<file path="src/rtl/fcb_pkg.sv">
package fcb_pkg;
  localparam int unsigned ADDR_W = 32;
  localparam int unsigned DATA_W = 32;
  localparam int unsigned AUX_W  = 32;
  localparam int unsigned OFF_W  = 4;
  localparam int unsigned NLANE  = DATA_W / 8;

  typedef enum logic [1:0] {
    W_STATUS = 2'd0,
    W_PADDR  = 2'd1,
    W_BADDR  = 2'd2,
    W_AUX    = 2'd3
  } word_sel_e;

  typedef enum logic {
    FLT_PROT = 1'b0,
    FLT_BUS  = 1'b1
  } flt_class_e;

  localparam int unsigned PVLD_BIT = 0;
  localparam int unsigned BVLD_BIT = 8;
endpackage

</file>
<file path="src/rtl/fcb_addr_capture.sv">
module fcb_addr_capture #(
  parameter int unsigned AW      = 32,
  parameter bit          USE_REQ = 1'b0
) (
  input  logic          clk,
  input  logic          rst_n,
  input  logic          hit,
  input  logic          clr,
  input  logic [AW-1:0] req_addr,
  input  logic [AW-1:0] act_addr,
  output logic          valid,
  output logic [AW-1:0] addr
);
  logic          valid_q, valid_d;
  logic [AW-1:0] addr_q, addr_d;
  logic          load;

  generate
    if (USE_REQ) begin : g_req
      assign addr_d = req_addr;
    end else begin : g_act
      assign addr_d = act_addr;
    end
  endgenerate

  always_comb begin
    load    = hit && (!valid_q || clr);
    valid_d = valid_q;
    if (hit)      valid_d = 1'b1;
    else if (clr) valid_d = 1'b0;
  end

  always_ff @(posedge clk or negedge rst_n) begin
    if (!rst_n) begin
      valid_q <= 1'b0;
      addr_q  <= '0;
    end else begin
      valid_q <= valid_d;
      if (load) addr_q <= addr_d;
    end
  end

  assign valid = valid_q;
  assign addr  = addr_q;

  p_hold_addr_r4: assert property (@(posedge clk) disable iff (!rst_n)
    (valid_q && !clr) |=> $stable(addr_q));
  p_hit_sets_valid_r2: assert property (@(posedge clk) disable iff (!rst_n)
    hit |=> valid_q);
endmodule

</file>
<file path="src/rtl/fcb_aux_status.sv">
module fcb_aux_status #(
  parameter int unsigned W = 32
) (
  input  logic         clk,
  input  logic         rst_n,
  input  logic [W-1:0] set_in,
  input  logic [W-1:0] clr_mask,
  output logic [W-1:0] q
);
  logic [W-1:0] q_q, q_d;
  logic         upd;

  always_comb begin
    q_d = (q_q & ~clr_mask) | set_in;
    upd = (|set_in) || (|clr_mask);
  end

  always_ff @(posedge clk or negedge rst_n) begin
    if (!rst_n) q_q <= '0;
    else if (upd) q_q <= q_d;
  end

  assign q = q_q;

  p_aux_set_r6: assert property (@(posedge clk) disable iff (!rst_n)
    (set_in != '0) |=> ((q_q & $past(set_in)) == $past(set_in)));
  p_aux_no_spont_r6: assert property (@(posedge clk) disable iff (!rst_n)
    rst_n |=> ((q_q & ~$past(q_q) & ~$past(set_in)) == '0));
endmodule

</file>
<file path="src/rtl/fcb_regbus.sv">
module fcb_regbus
  import fcb_pkg::*;
(
  input  logic              clk,
  input  logic              rst_n,
  input  logic              req,
  input  logic              we,
  input  logic [OFF_W-1:0]  addr,
  input  logic [NLANE-1:0]  be,
  input  logic [DATA_W-1:0] wdata,
  input  logic              pvalid,
  input  logic              bvalid,
  input  logic [ADDR_W-1:0] paddr,
  input  logic [ADDR_W-1:0] baddr,
  input  logic [AUX_W-1:0]  aux_q,
  output logic              clr_p,
  output logic              clr_b,
  output logic [AUX_W-1:0]  aux_clr,
  output logic              rsp_vld,
  output logic              rsp_err,
  output logic [DATA_W-1:0] rdata
);
  word_sel_e         sel;
  logic              aligned, lanes_ok, legal, wr_ok;
  logic [DATA_W-1:0] word, lane_mask, rdata_d;
  logic              vld_q, err_q, err_d;
  logic [DATA_W-1:0] rdata_q;

  assign sel     = word_sel_e'(addr[OFF_W-1:2]);
  assign aligned = (addr[1:0] == 2'b00);

  always_comb begin
    lanes_ok = (be == 4'b1111);
    if (sel == W_STATUS) begin
      case (be)
        4'b0001, 4'b0010, 4'b0100, 4'b1000,
        4'b0011, 4'b1100: lanes_ok = 1'b1;
        default: ;
      endcase
    end
  end

  assign legal = aligned && lanes_ok;
  assign wr_ok = req && we && legal;

  generate
    for (genvar i = 0; i < NLANE; i++) begin : g_lane
      assign lane_mask[8*i +: 8] = {8{be[i]}};
    end
  endgenerate

  always_comb begin
    word = '0;
    case (sel)
      W_STATUS: begin
        word[PVLD_BIT] = pvalid;
        word[BVLD_BIT] = bvalid;
      end
      W_PADDR: word = paddr;
      W_BADDR: word = baddr;
      W_AUX:   word = aux_q;
      default: word = '0;
    endcase
  end

  always_comb begin
    rdata_d = '0;
    if (req && !we && legal) rdata_d = word & lane_mask;
    err_d   = req && !legal;
    clr_p   = wr_ok && (sel == W_STATUS) && be[PVLD_BIT/8] && wdata[PVLD_BIT];
    clr_b   = wr_ok && (sel == W_STATUS) && be[BVLD_BIT/8] && wdata[BVLD_BIT];
    aux_clr = (wr_ok && (sel == W_AUX)) ? wdata : '0;
  end

  always_ff @(posedge clk or negedge rst_n) begin
    if (!rst_n) begin
      vld_q   <= 1'b0;
      err_q   <= 1'b0;
      rdata_q <= '0;
    end else begin
      vld_q   <= req;
      err_q   <= err_d;
      rdata_q <= rdata_d;
    end
  end

  assign rsp_vld = vld_q;
  assign rsp_err = err_q;
  assign rdata   = rdata_q;

  p_err_reads_zero_r9: assert property (@(posedge clk) disable iff (!rst_n)
    rsp_err |-> (rdata == '0));
  p_rsp_next_r11: assert property (@(posedge clk) disable iff (!rst_n)
    req |=> rsp_vld);
  p_err_has_rsp_r9: assert property (@(posedge clk) disable iff (!rst_n)
    rsp_err |-> rsp_vld);
endmodule

</file>
<file path="src/rtl/fault_capture_bank.sv">
module fault_capture_bank
  import fcb_pkg::*;
(
  input  logic              clk,
  input  logic              rst_n,
  input  logic              flt_vld,
  input  logic              flt_class,
  input  logic [ADDR_W-1:0] flt_req_addr,
  input  logic [ADDR_W-1:0] flt_act_addr,
  input  logic [AUX_W-1:0]  aux_fault,
  input  logic              req,
  input  logic              we,
  input  logic [OFF_W-1:0]  addr,
  input  logic [NLANE-1:0]  be,
  input  logic [DATA_W-1:0] wdata,
  output logic              rsp_vld,
  output logic              rsp_err,
  output logic [DATA_W-1:0] rdata
);
  logic [1:0]        rst_sync_q;
  logic              rst_int_n;
  logic              hit_p, hit_b, clr_p, clr_b;
  logic              pvalid, bvalid;
  logic [ADDR_W-1:0] paddr, baddr;
  logic [AUX_W-1:0]  aux_q, aux_clr;

  always_ff @(posedge clk or negedge rst_n) begin
    if (!rst_n) rst_sync_q <= 2'b00;
    else        rst_sync_q <= {rst_sync_q[0], 1'b1};
  end
  assign rst_int_n = rst_sync_q[1];

  assign hit_p = flt_vld && (flt_class_e'(flt_class) == FLT_PROT);
  assign hit_b = flt_vld && (flt_class_e'(flt_class) == FLT_BUS);

  fcb_addr_capture #(.AW(ADDR_W), .USE_REQ(1'b0)) u_prot (
    .clk(clk), .rst_n(rst_int_n), .hit(hit_p), .clr(clr_p),
    .req_addr(flt_req_addr), .act_addr(flt_act_addr),
    .valid(pvalid), .addr(paddr)
  );

  fcb_addr_capture #(.AW(ADDR_W), .USE_REQ(1'b1)) u_bus (
    .clk(clk), .rst_n(rst_int_n), .hit(hit_b), .clr(clr_b),
    .req_addr(flt_req_addr), .act_addr(flt_act_addr),
    .valid(bvalid), .addr(baddr)
  );

  fcb_aux_status #(.W(AUX_W)) u_aux (
    .clk(clk), .rst_n(rst_int_n), .set_in(aux_fault),
    .clr_mask(aux_clr), .q(aux_q)
  );

  fcb_regbus u_bus_if (
    .clk(clk), .rst_n(rst_int_n), .req(req), .we(we), .addr(addr),
    .be(be), .wdata(wdata), .pvalid(pvalid), .bvalid(bvalid),
    .paddr(paddr), .baddr(baddr), .aux_q(aux_q),
    .clr_p(clr_p), .clr_b(clr_b), .aux_clr(aux_clr),
    .rsp_vld(rsp_vld), .rsp_err(rsp_err), .rdata(rdata)
  );

  p_capture_class_r3: assert property (@(posedge clk) disable iff (!rst_int_n)
    (hit_b && !bvalid) |=> (baddr == $past(flt_req_addr)));
  p_capture_act_r2: assert property (@(posedge clk) disable iff (!rst_int_n)
    (hit_p && !pvalid) |=> (paddr == $past(flt_act_addr)));
endmodule

</file>
<file path="config.mk">
export PLATFORM = sky130hd
export DESIGN_NAME = fault_capture_bank
export DESIGN_NICKNAME = d
export VERILOG_FILES = /design/src/rtl/fcb_pkg.sv /design/src/rtl/fcb_addr_capture.sv /design/src/rtl/fcb_aux_status.sv /design/src/rtl/fcb_regbus.sv /design/src/rtl/fault_capture_bank.sv
export SDC_FILE = /design/constraint.sdc
export NUM_CORES = 1
export LEC_CHECK = 0
export ABC_AREA = 0
export BUFFER_PORTS_ARGS = -buffer_cell sky130_fd_sc_hd__buf_4
export CAP_MARGIN = 20
export CORE_MARGIN = 2
export CORE_UTILIZATION = 50
export CTS_CLUSTER_DIAMETER = 50
export DETAILED_ROUTE_END_ITERATION = 10
export PLACE_DENSITY_LB_ADDON = 0.15
export RECOVER_POWER = 50
export REMOVE_ABC_BUFFERS = 1
export SETUP_SLACK_MARGIN = 0.3
export SKIP_LAST_GASP = 1
export SLEW_MARGIN = 20
export SYNTH_ARGS = -nofsm -noshare
export SYNTH_HDL_FRONTEND = slang
export SYNTH_SLANG_ARGS = --single-unit
export TNS_END_PERCENT = 5
</file>
<file path="constraint.sdc">
create_clock -name clk -period 6 [get_ports clk]
set_clock_uncertainty 0.2 [all_clocks]
set_input_delay 1.2 -clock clk [delete_from_list [all_inputs] [get_ports clk]]
set_output_delay 1.2 -clock clk [all_outputs]
set_load 0.03 [all_outputs]
</file>
==> Yosys cells after proc, flatten, opt, wreduce, memory -nomap -nowiden <==
Cells that the tools add are included.
Widths: inputs -> output; s select.
{ "totals": {"in_bits": 142, "out_inout_bits": 34, "word_cells": 66, "regBits": 134} }
{ "classes": {"n_bitwise": 5, "eq_ne": 10, "n_reduce_logical": 30, "n_mux": 12} }
{ "ops": {"columns": ["operator", "n"], "rows": [
  ["$pmux 23 s3", 1],
  ["$and 32x32->32", 2],
  ["$mux 32", 2],
  ["$reduce_or 32->1", 2],
  ["$not 32->32", 1],
  ["$or 32x32->32", 1],
  ["$pmux 7 s3", 1],
  ["$logic_and 1x1->1", 16],
  ["$eq 4x4->1 const B", 3],
  ["$eq 4x2->1 const B", 2],
  ["$pmux 1 s4", 2],
  ["$mux 1", 6],
  ["$reduce_or 6->1", 1],
  ["$eq 2x2->1 const B", 2],
  ["$eq 4x1->1 const B", 1],
  ["$eq 4x3->1 const B", 1],
  ["$logic_not 1->1", 4],
  ["$logic_not 2->1", 2],
  ["$reduce_bool 2->1", 2],
  ["$logic_or 1x1->1", 3],
  ["$eq 2x1->1 const B", 1],
  ["$not 1->1", 1]
]} }

==> Depth between registers and ports, before layout <==
Gate-level depths: netlist (run 1).
{ "logic_depth": {"word_depth": 11, "mapped_depth": 7, "ltp_nobuf": 4} }

==> Hierarchy <==
From an unflattened synthesis (run 1), not the netlist that was laid out.
{ "hier_totals": {"cells_unflattened": 449, "area_unflattened_um2": 6075.8} }
{ "by_module_without_submodules": {"columns": ["mod", "area_per_inst_um2", "seq_area_each_um2", "cells_each", "n_inst"], "rows": [
  ["fcb_addr_capture", 1391.3, 825.8, 71, 2],
  ["fcb_regbus", 2062.0, 850.8, 206, 1],
  ["fcb_aux_status", 1161.1, 800.8, 96, 1],
  ["fault_capture_bank", 70.1, 50.0, 5, 1]
]} }

==> Least setup slack after synthesis (run 1) <==
OpenSTA, ideal clock, no wires.
{ "synth_path": {"path_kind": "input to register", "startpoint": "input addr[2]", "endpoint": "register u_bus.addr_q[0], in the netlist u_bus.addr[0]", "path_slack_ns": 2.926, "required_ns": 5.675, "path_buffers": 2, "path_stages": 6, "arrival_ns": 2.749, "path_cell_list": "buf_4 or2_1 o31a_1 a311oi_4 buf_6 mux2_4"} }
{ "synth_via": {"elab_chain_len": 9} }
{ "synth_lines": {"columns": ["element", "line", "rtl"], "rows": [
  ["start, declared", "fault_capture_bank.sv:13", "input logic [OFF_W-1:0] addr,"],
  ["$logic_not 2->1 *", "fcb_regbus.sv:34, fcb_regbus.sv:71", null],
  ["$mux 1", "fcb_regbus.sv:34", "if (sel == W_STATUS) begin"],
  ["$logic_and 1x1->1", "fcb_regbus.sv:43", "assign legal = aligned && lanes_ok;"],
  ["$logic_and 1x1->1", "fcb_regbus.sv:44", "assign wr_ok = req && we && legal;"],
  ["$logic_and 1x1->1 * (3 in series)", "fcb_regbus.sv:71", "clr_b = wr_ok && (sel == W_STATUS) && be[BVLD_BIT/8] && wdata[BVLD_BIT];"],
  ["$logic_or 1x1->1 *", "fcb_addr_capture.sv:27", "load = hit && (!valid_q || clr);"],
  ["$logic_and 1x1->1 *", "fcb_addr_capture.sv:27", null],
  ["end signal, assigned", "fcb_addr_capture.sv:39", "if (load) addr_q <= addr_d;"],
  ["end, declared", "fcb_addr_capture.sv:15", "logic [AW-1:0] addr_q, addr_d;"]
]} }
Every way passes the cells marked *; elsewhere a longest branch is shown, timed or not.
A chain may end at the register's enable or synchronous reset.

==> impl_results.md, run 1 <==
* Max cap viols at 1
* WL/cell at between 15 and 20 um
* Postcts setup bufs at 0
* Port Buffers at about 180
* Routability-driven placement congestion ratio at between 0.7 and 0.8
* Chip width at about 110 um
* Cell taking the most area after synthesis: dfrtp_1
* RSZ-0062 raised after global routing: false
* Num Clock Sinks at ~130
* Vias in the first global route at around 4,500
* Post-synth top area share at between 50% and 60%
* Hold Crit Class: register to register
* Pins Over Slew Limit at just under 80
* # nets final at roughly 730
* Top post-synthesis cells by area: dfrtp_1 (59%), mux2_2 (13%), mux2_4 (7.9%)
* Minimum clock period at ~3.4 ns
* Die H at between 100 and 150 um
* Synth Register Bits at approximately 130
* GRT Resource Usage Total at between 20% and 30%
* Sequential Area at 3350 um2
* Critical path type: register to async pin
* Kind of cell adding the most delay to the critical path: flip-flops
* Vias per cell at about 5.4
* First-pass GRT wire length at roughly 23,000 um
* Sequential fraction of the synthesis area at slightly below 60%
* Hpwl dp at 8920 um
* Largest net degree at the start of global routing at 77
* Core box area at between 10,000 and 15,000 um2
* Final core utilization at 70.2%
* Slew HR at -96.9%
* Critical path buffers and inverters at 1
* Leading cell type in the layout, fill and taps excluded: buf_4
* CTS buffer count at 17
* Crit path max-delay cell type: dfrtp_1
* CTS tree: yes
* Layout cells sized above 1 at 49.5%
* Most frequent cells in the layout: buf_4 (166), dfrtp_1 (134), mux2_2 (64), nand2_1 (37)
* Arrival time worst endpoint at 3.69 ns
* Skew-Pair Late Insertion Delay at 0.42 ns
* Unique masters post-synth at 35
* CTS root buf: clkbuf_16
* Syn_area_per_cell at ~14 um2
* Failing checks: capacitance limit, slew limit
* Fin. Hold Viols at 0
* Yosys Warn Count at 0
* Mapped Area at between 5000 and 6000 um2
* Reg clk slew, reported paths at about 0.050 ns
* Power per cell area at around 320 nW/um2
* Initial DRC count at 216
* # rows at 38
* GRT overflow at 0
* Area grow syn2layout at 35.9%
* Critical path cell sequence: buf_4
* Fin crit share at a little under three fifths
* Final WL at 14,000 um
* Initial core utilization at about half
* ANT cells at 0
* DRC errors left at 0
* Drt first pass iters at 4
* Critical Path RT at roughly 6.3 ns
* Routed via count at 4,008
* # hold bufs at CTS at 0
* P_leak at approximately 3.4 nW
* Slew of the pin with the lowest slew margin at 2.95 ns
* Final setup violating endpoints at 0
* Critical-path maximum fanout at 76
* DIE AREA at ~12,000 um2
* CTS resizes at 0
* Critical path's largest stage delay at 2.34 ns
* Outcome: finished with violations
* Footprint of the multi-input gates at between 2000 and 2500 um2
* # H-tree levels at 4
* Peak supply drop at roughly 0.00023 V
* Setup TNS at 0 ns
* Antenna violations before repair at 0
* Boundary pin count at around 180
* Fmax at slightly below 300 MHz
* Clk buf depth at 2
* CP Launch Type: register
* Antenna viol nets, final at 0
* Post-Syn Instances at ~420
* Filler cells at around 800
* Critical Path End Type: async pin
-- path summary, 6_finish.rpt --
check                                   start                 to  slack [ns]  depth (start not counted)
worst min register to register  rst_sync_q[0]      rst_sync_q[1]        0.16                          0
max in group clk                      addr[2]     u_bus.addr[31]        2.74                          6
worst max-delay path            rst_sync_q[1]  u_bus_if.rdata[1]        2.57                          1
worst max register to register  rst_sync_q[1]  u_bus_if.rdata[1]        2.57                          1
worst min-delay path            rst_sync_q[0]      rst_sync_q[1]        0.16                          0
min in group asynchronous               rst_n      rst_sync_q[1]        0.36                          1
-- power by group --
part	leakage, nW	internal (mW)	switching, mW	total (mW)
clock network	0.307	0.756	0.385	1.14
registers	1.60	0.984	0.0525	1.04
logic	1.53	0.173	0.0908	0.264
-- logic make-up after synthesis --
group	after synthesis	share of synthesized area, %
AOI/OAI and AO/OA	72	9.89
buffers and inverters	27	2.45
other	1	0.0660
DFF	134	59.1
muxes	97	21.6
and+or+nand+nor	84	6.94
-- synthesized netlist by cell type --
master	count
a2111o_1	1
a21o_1	32
a21oi_1	1
a22o_1	1
a22oi_1	30
a311oi_4	1
and2_0	1
and2_1	1
and3_1	1
and4_1	1
buf_2	3
buf_4	1
buf_6	4
clkbuf_1	19
conb_1	1
dfrtp_1	134
mux2_2	64
mux2_4	30
mux2i_1	1
mux4_2	2
nand2_1	37
nand2b_1	2
nand3_1	1
nor2_1	2
nor2b_1	1
nor3_1	32
nor3b_1	2
nor4_1	1
o2111ai_1	1
o21a_1	1
o21ai_0	1
o22ai_1	1
o31a_1	2
or2_1	1
or3b_1	1
-- sequential cells by signal, indices dropped and copies added (netlist names) --
name / cells
u_bus_if.rdata: 32
u_prot.valid: 1
u_bus_if.rsp_err: 1
u_bus.addr: 32
u_aux.q: 32
rst_sync_q: 2
u_bus.valid: 1
u_bus_if.rsp_vld: 1
u_prot.addr: 32
-- cell type report --
class	instances	area share (%)
well taps	140	2.27
clock inverters	13	2.63
multi-input cells	254	28.5
flip-flops and latches	134	43.5
clock buffers	19	5.87
repair buffers	182	17.2
-- metal layers --
metal / GRT usage, % / part of all wire [%]
met5: 0 / 0
met1: 31.7 / 44
met3: 5.54 / 5.2
met4: 9.67 / 1.9
met2: 39.7 / 49
-- metrics by stage --
stage          instance area, um2  instances  power [mW]  worst slack (ns)  hold slack (ns)
2_1_floorplan                5540        388        1.19              1.79            0.131
4_1_cts                      7750        741        2.46              2.75            0.158
3_5_place_dp                 7090        709        1.32              2.31            0.145
3_3_place_gp                 7090        709        1.30              2.33            0.141
5_1_grt                      7710        742        2.54              1.87            0.176
6_report                     7710        742        2.44              2.57            0.156
No activity file was read; power rests on OpenSTA's default activity.
==> inputs of run 2 (changes only) <==
--- a/config.mk
+++ b/config.mk
@@ -9,7 +9,7 @@
 export BUFFER_PORTS_ARGS = -buffer_cell sky130_fd_sc_hd__buf_4
 export CAP_MARGIN = 20
 export CORE_MARGIN = 2
-export CORE_UTILIZATION = 50
+export CORE_UTILIZATION = 46
 export CTS_CLUSTER_DIAMETER = 50
 export DETAILED_ROUTE_END_ITERATION = 10
 export PLACE_DENSITY_LB_ADDON = 0.15
==> constraint.sdc (replaced) <==
create_clock -name clk -period 2.8 [get_ports clk]
set_clock_uncertainty 0.2 [all_clocks]
set_input_delay 0.56 -clock clk [delete_from_list [all_inputs] [get_ports clk]]
set_output_delay 0.56 -clock clk [all_outputs]
set_load 0.03 [all_outputs]
==> run 2 against run 1 <==
Effect of this change:
- largest power group unchanged
- clock-buffer cell count up 1
- die area up 8.4%
- global-route usage down 1.5 points
- sequential cell count unchanged
- clock power up 130%
- sequential share of layout area down 0.71 points
- critical path type is now input port to register
- worst setup slack worse by 2.0 ns
- via count up 0.25%
- power up 120%
- cell area up 1.8%
- the run now ends clean
- combinational power up 120%
==> impl_results.md, run 2 (synthesis gave the netlist of run 1 again) <==
* Outcome: completed (was finished with violations)
* Final setup violating endpoints at 0 (unchanged)
* Crit path max-delay cell type: or3b_1 (was dfrtp_1)
* Hold Crit Class: input port to register (was register to register)
* GRT Resource Usage Total at 22.8% (was 24.3%)
* Critical-path maximum fanout at 32 (was 76)
* RR Endpoint: u_bus.addr[31] (was u_bus_if.rdata[1])
* Peak supply drop at 0.000388 V (was 0.000233 V)
* Max cap viols at 0 (was 1)
* Vias per cell at 5.31 (was 5.40)
* Critical path type: input port to register (was register to async pin)
* Most frequent cells in the layout: buf_4 (168), dfrtp_1 (133), mux2_2 (64), nand2_1 (37) (was buf_4 (166), dfrtp_1 (134), mux2_2 (64), nand2_1 (37))
* RSZ-0062 raised after global routing: false (unchanged)
* Fin. Hold Viols at 0 (unchanged)
* First-pass GRT wire length at 22,500 um (was 23,200 um)
* CTS buffer count at 17 (unchanged)
* Critical path's largest stage delay at 0.38 ns (was 2.34 ns)
* Routability-driven placement congestion ratio at 0.741 (was 0.792)
* Antenna violations before repair at 0 (unchanged)
* Critical Path RT at 2.90 ns (was 6.27 ns)
* Port Buffers at 175 (unchanged)
* Fin crit share at 80.4%
* Setup TNS at 0 ns (unchanged)
* # nets final at 738 (was 731)
* Pins Over Slew Limit at 0 (was 77)
* Boundary pin count at 176 (unchanged)
* Layout cells sized above 1 at 50.2% (was 49.5%)
* Worst hold slack at 0.104 ns (was 0.156 ns)
* # rows at 40 (was 38)
* Slew of the pin with the lowest slew margin at 0.813 ns (was 2.95 ns)
* Reg2Reg Depth at 4 (was 1)
* Minimum clock period at between 2 and 2.5 ns
* Placed cells at 723 (was 709)
* Arrival time worst endpoint at 2.36 ns (was 3.69 ns)
* Hold Crit Endpoint: u_bus_if.rsp_vld (was rst_sync_q[1])
* Critical path cell sequence: clkbuf_1, or3b_1, o31a_1, a311oi_4, buf_12, mux2_2 (was buf_4)
* Worst hold stages at 1 (was 0)
* Initial DRC count at 203 (was 216)
* DRC errors left at 0 (unchanged)
* Most Used Layer, Global Route: met2 (unchanged)
* Worst R2R Start: u_bus.valid (was rst_sync_q[1])
* Cell Count, Final, Fillers Out at 756 (was 742)
* Core box area at 12,000 um2 (was 11,000 um2)
* Chip width at 115 um (was 111 um)
* Hpwl dp at 9570 um (was 8920 um)
* DIE AREA at 13,200 um2 (was 12,200 um2)
* Die H at 115 um (was 111 um)
* ANT cells at 0 (unchanged)
* Flop2flop setup slack at 0.94 ns (was 2.57 ns)
* WL/cell at 19.0 um (was 18.9 um)
* Vias in the first global route at 4,301 (was 4,522)
* CP Launch Type: input port (was register)
* CTS resizes at 0 (unchanged)
* Final WL at 14,400 um (was 14,000 um)
* GRT met1 Usage at 29.4% (was 31.7%)
* Num Clock Sinks at 134 (unchanged)
* Critical Path End Type: register (was async pin)
* Initial core utilization at 47.3% (was 51.7%)
* Power per cell area at 685 nW/um2 (was 316 nW/um2)
* Antenna viol nets, final at 0 (unchanged)
* # H-tree levels at 4 (unchanged)
* Slew HR at 45.8% (was -96.9%)
* GR Util met3 at 6.33% (was 5.54%)
* Leading cell type in the layout, fill and taps excluded: buf_4 (unchanged)
* CTS tree: yes (unchanged)
* Worst hold start: req (was rst_sync_q[0])
* CTS root buf: clkbuf_16 (unchanged)
* Filler cells at 914 (was 783)
* Postcts setup bufs at 0 (unchanged)
* Drt first pass iters at 4 (unchanged)
* P_leak at 3.51 nW (was 3.44 nW)
* Met2 usage at 37.5% (was 39.7%)
* Reg clk slew, reported paths at 0.06 ns (was 0.05 ns)
* Fmax at between 400 and 500 MHz
* Clk buf depth at 2 (unchanged)
* GRT overflow at 0 (unchanged)
* Routed via count at 4,018 (was 4,008)
* Skew-Pair Late Insertion Delay at 0.42 ns (about the same)
* Largest net degree at the start of global routing at 62 (was 77)
* Area grow syn2layout at 38.3% (was 35.9%)
==> run 2: critical path, delay by kind of cell <==
| family | cells | cell delay, ns |
|---|---|---|
| and+or+nand+nor | 1 | 0.38 |
| muxes | 1 | 0.37 |
| AOI/OAI and AO/OA | 2 | 0.58 |
| buffers and inverters | 2 | 0.44 |
==> run 2: routing by layer <==
| layer | vias to the layer above | routed length, um |
|---|---|---|
| met5 | - | 0 |
| met1 | 2011 | 6120 |
| li1 | 1856 | - |
| met3 | 16 | 900 |
| met2 | 135 | 7190 |
| met4 | 0 | 142 |
==> run 2: power by group <==
part / internal (mW) / switching [mW] / leakage [nW]
combinational: 0.381 / 0.203 / 1.58
clock: 1.74 / 0.839 / 0.332
sequential: 2.11 / 0.103 / 1.60
==> run 2: worst max-delay path by stage <==
stage	start	cells past startpoint	to
after floorplan	rst_sync_q[1]	0	u_aux.q[0]
after global placement	addr[1]	6	u_bus.addr[31]
after detailed placement	addr[3]	6	u_bus.addr[31]
after CTS	addr[3]	6	u_bus.addr[31]
after global routing	req	6	u_bus.addr[31]
final	req	6	u_bus.addr[31]
==> run 2: cell type report <==
cell class / count / area, um2 / share of cell area (%)
clock buffer: 20 / 467 / 5.95
clock inverter: 12 / 223 / 2.84
multi-input combinational: 254 / 2210 / 28.1
sequential: 134 / 3360 / 42.8
tap: 147 / 184 / 2.34
timing repair buffer: 189 / 1410 / 18.0
==> run 2: what timing repair did <==
action | in CTS | in global routing
hold endpoints to repair | 2 | 0
setup endpoints to repair | 0 | 0
hold buffers | 1 | 0
==> run 2: stage by stage <==
| step | setup slack [ns] | power [mW] | area (um2) | utilization, % |
|---|---|---|---|---|
| 6_report | 0.549 | 5.38 | 7850 | 65.4 |
| 5_1_grt | 0.490 | 5.58 | 7850 | 65.4 |
| 4_1_cts | 0.558 | 5.42 | 7910 | 65.8 |
| 3_5_place_dp | 0.109 | 2.83 | 7210 | 60.0 |
| 3_3_place_gp | 0.147 | 2.80 | 7210 | 60.0 |
| 2_1_floorplan | -1.41 | 2.55 | 5540 | - |
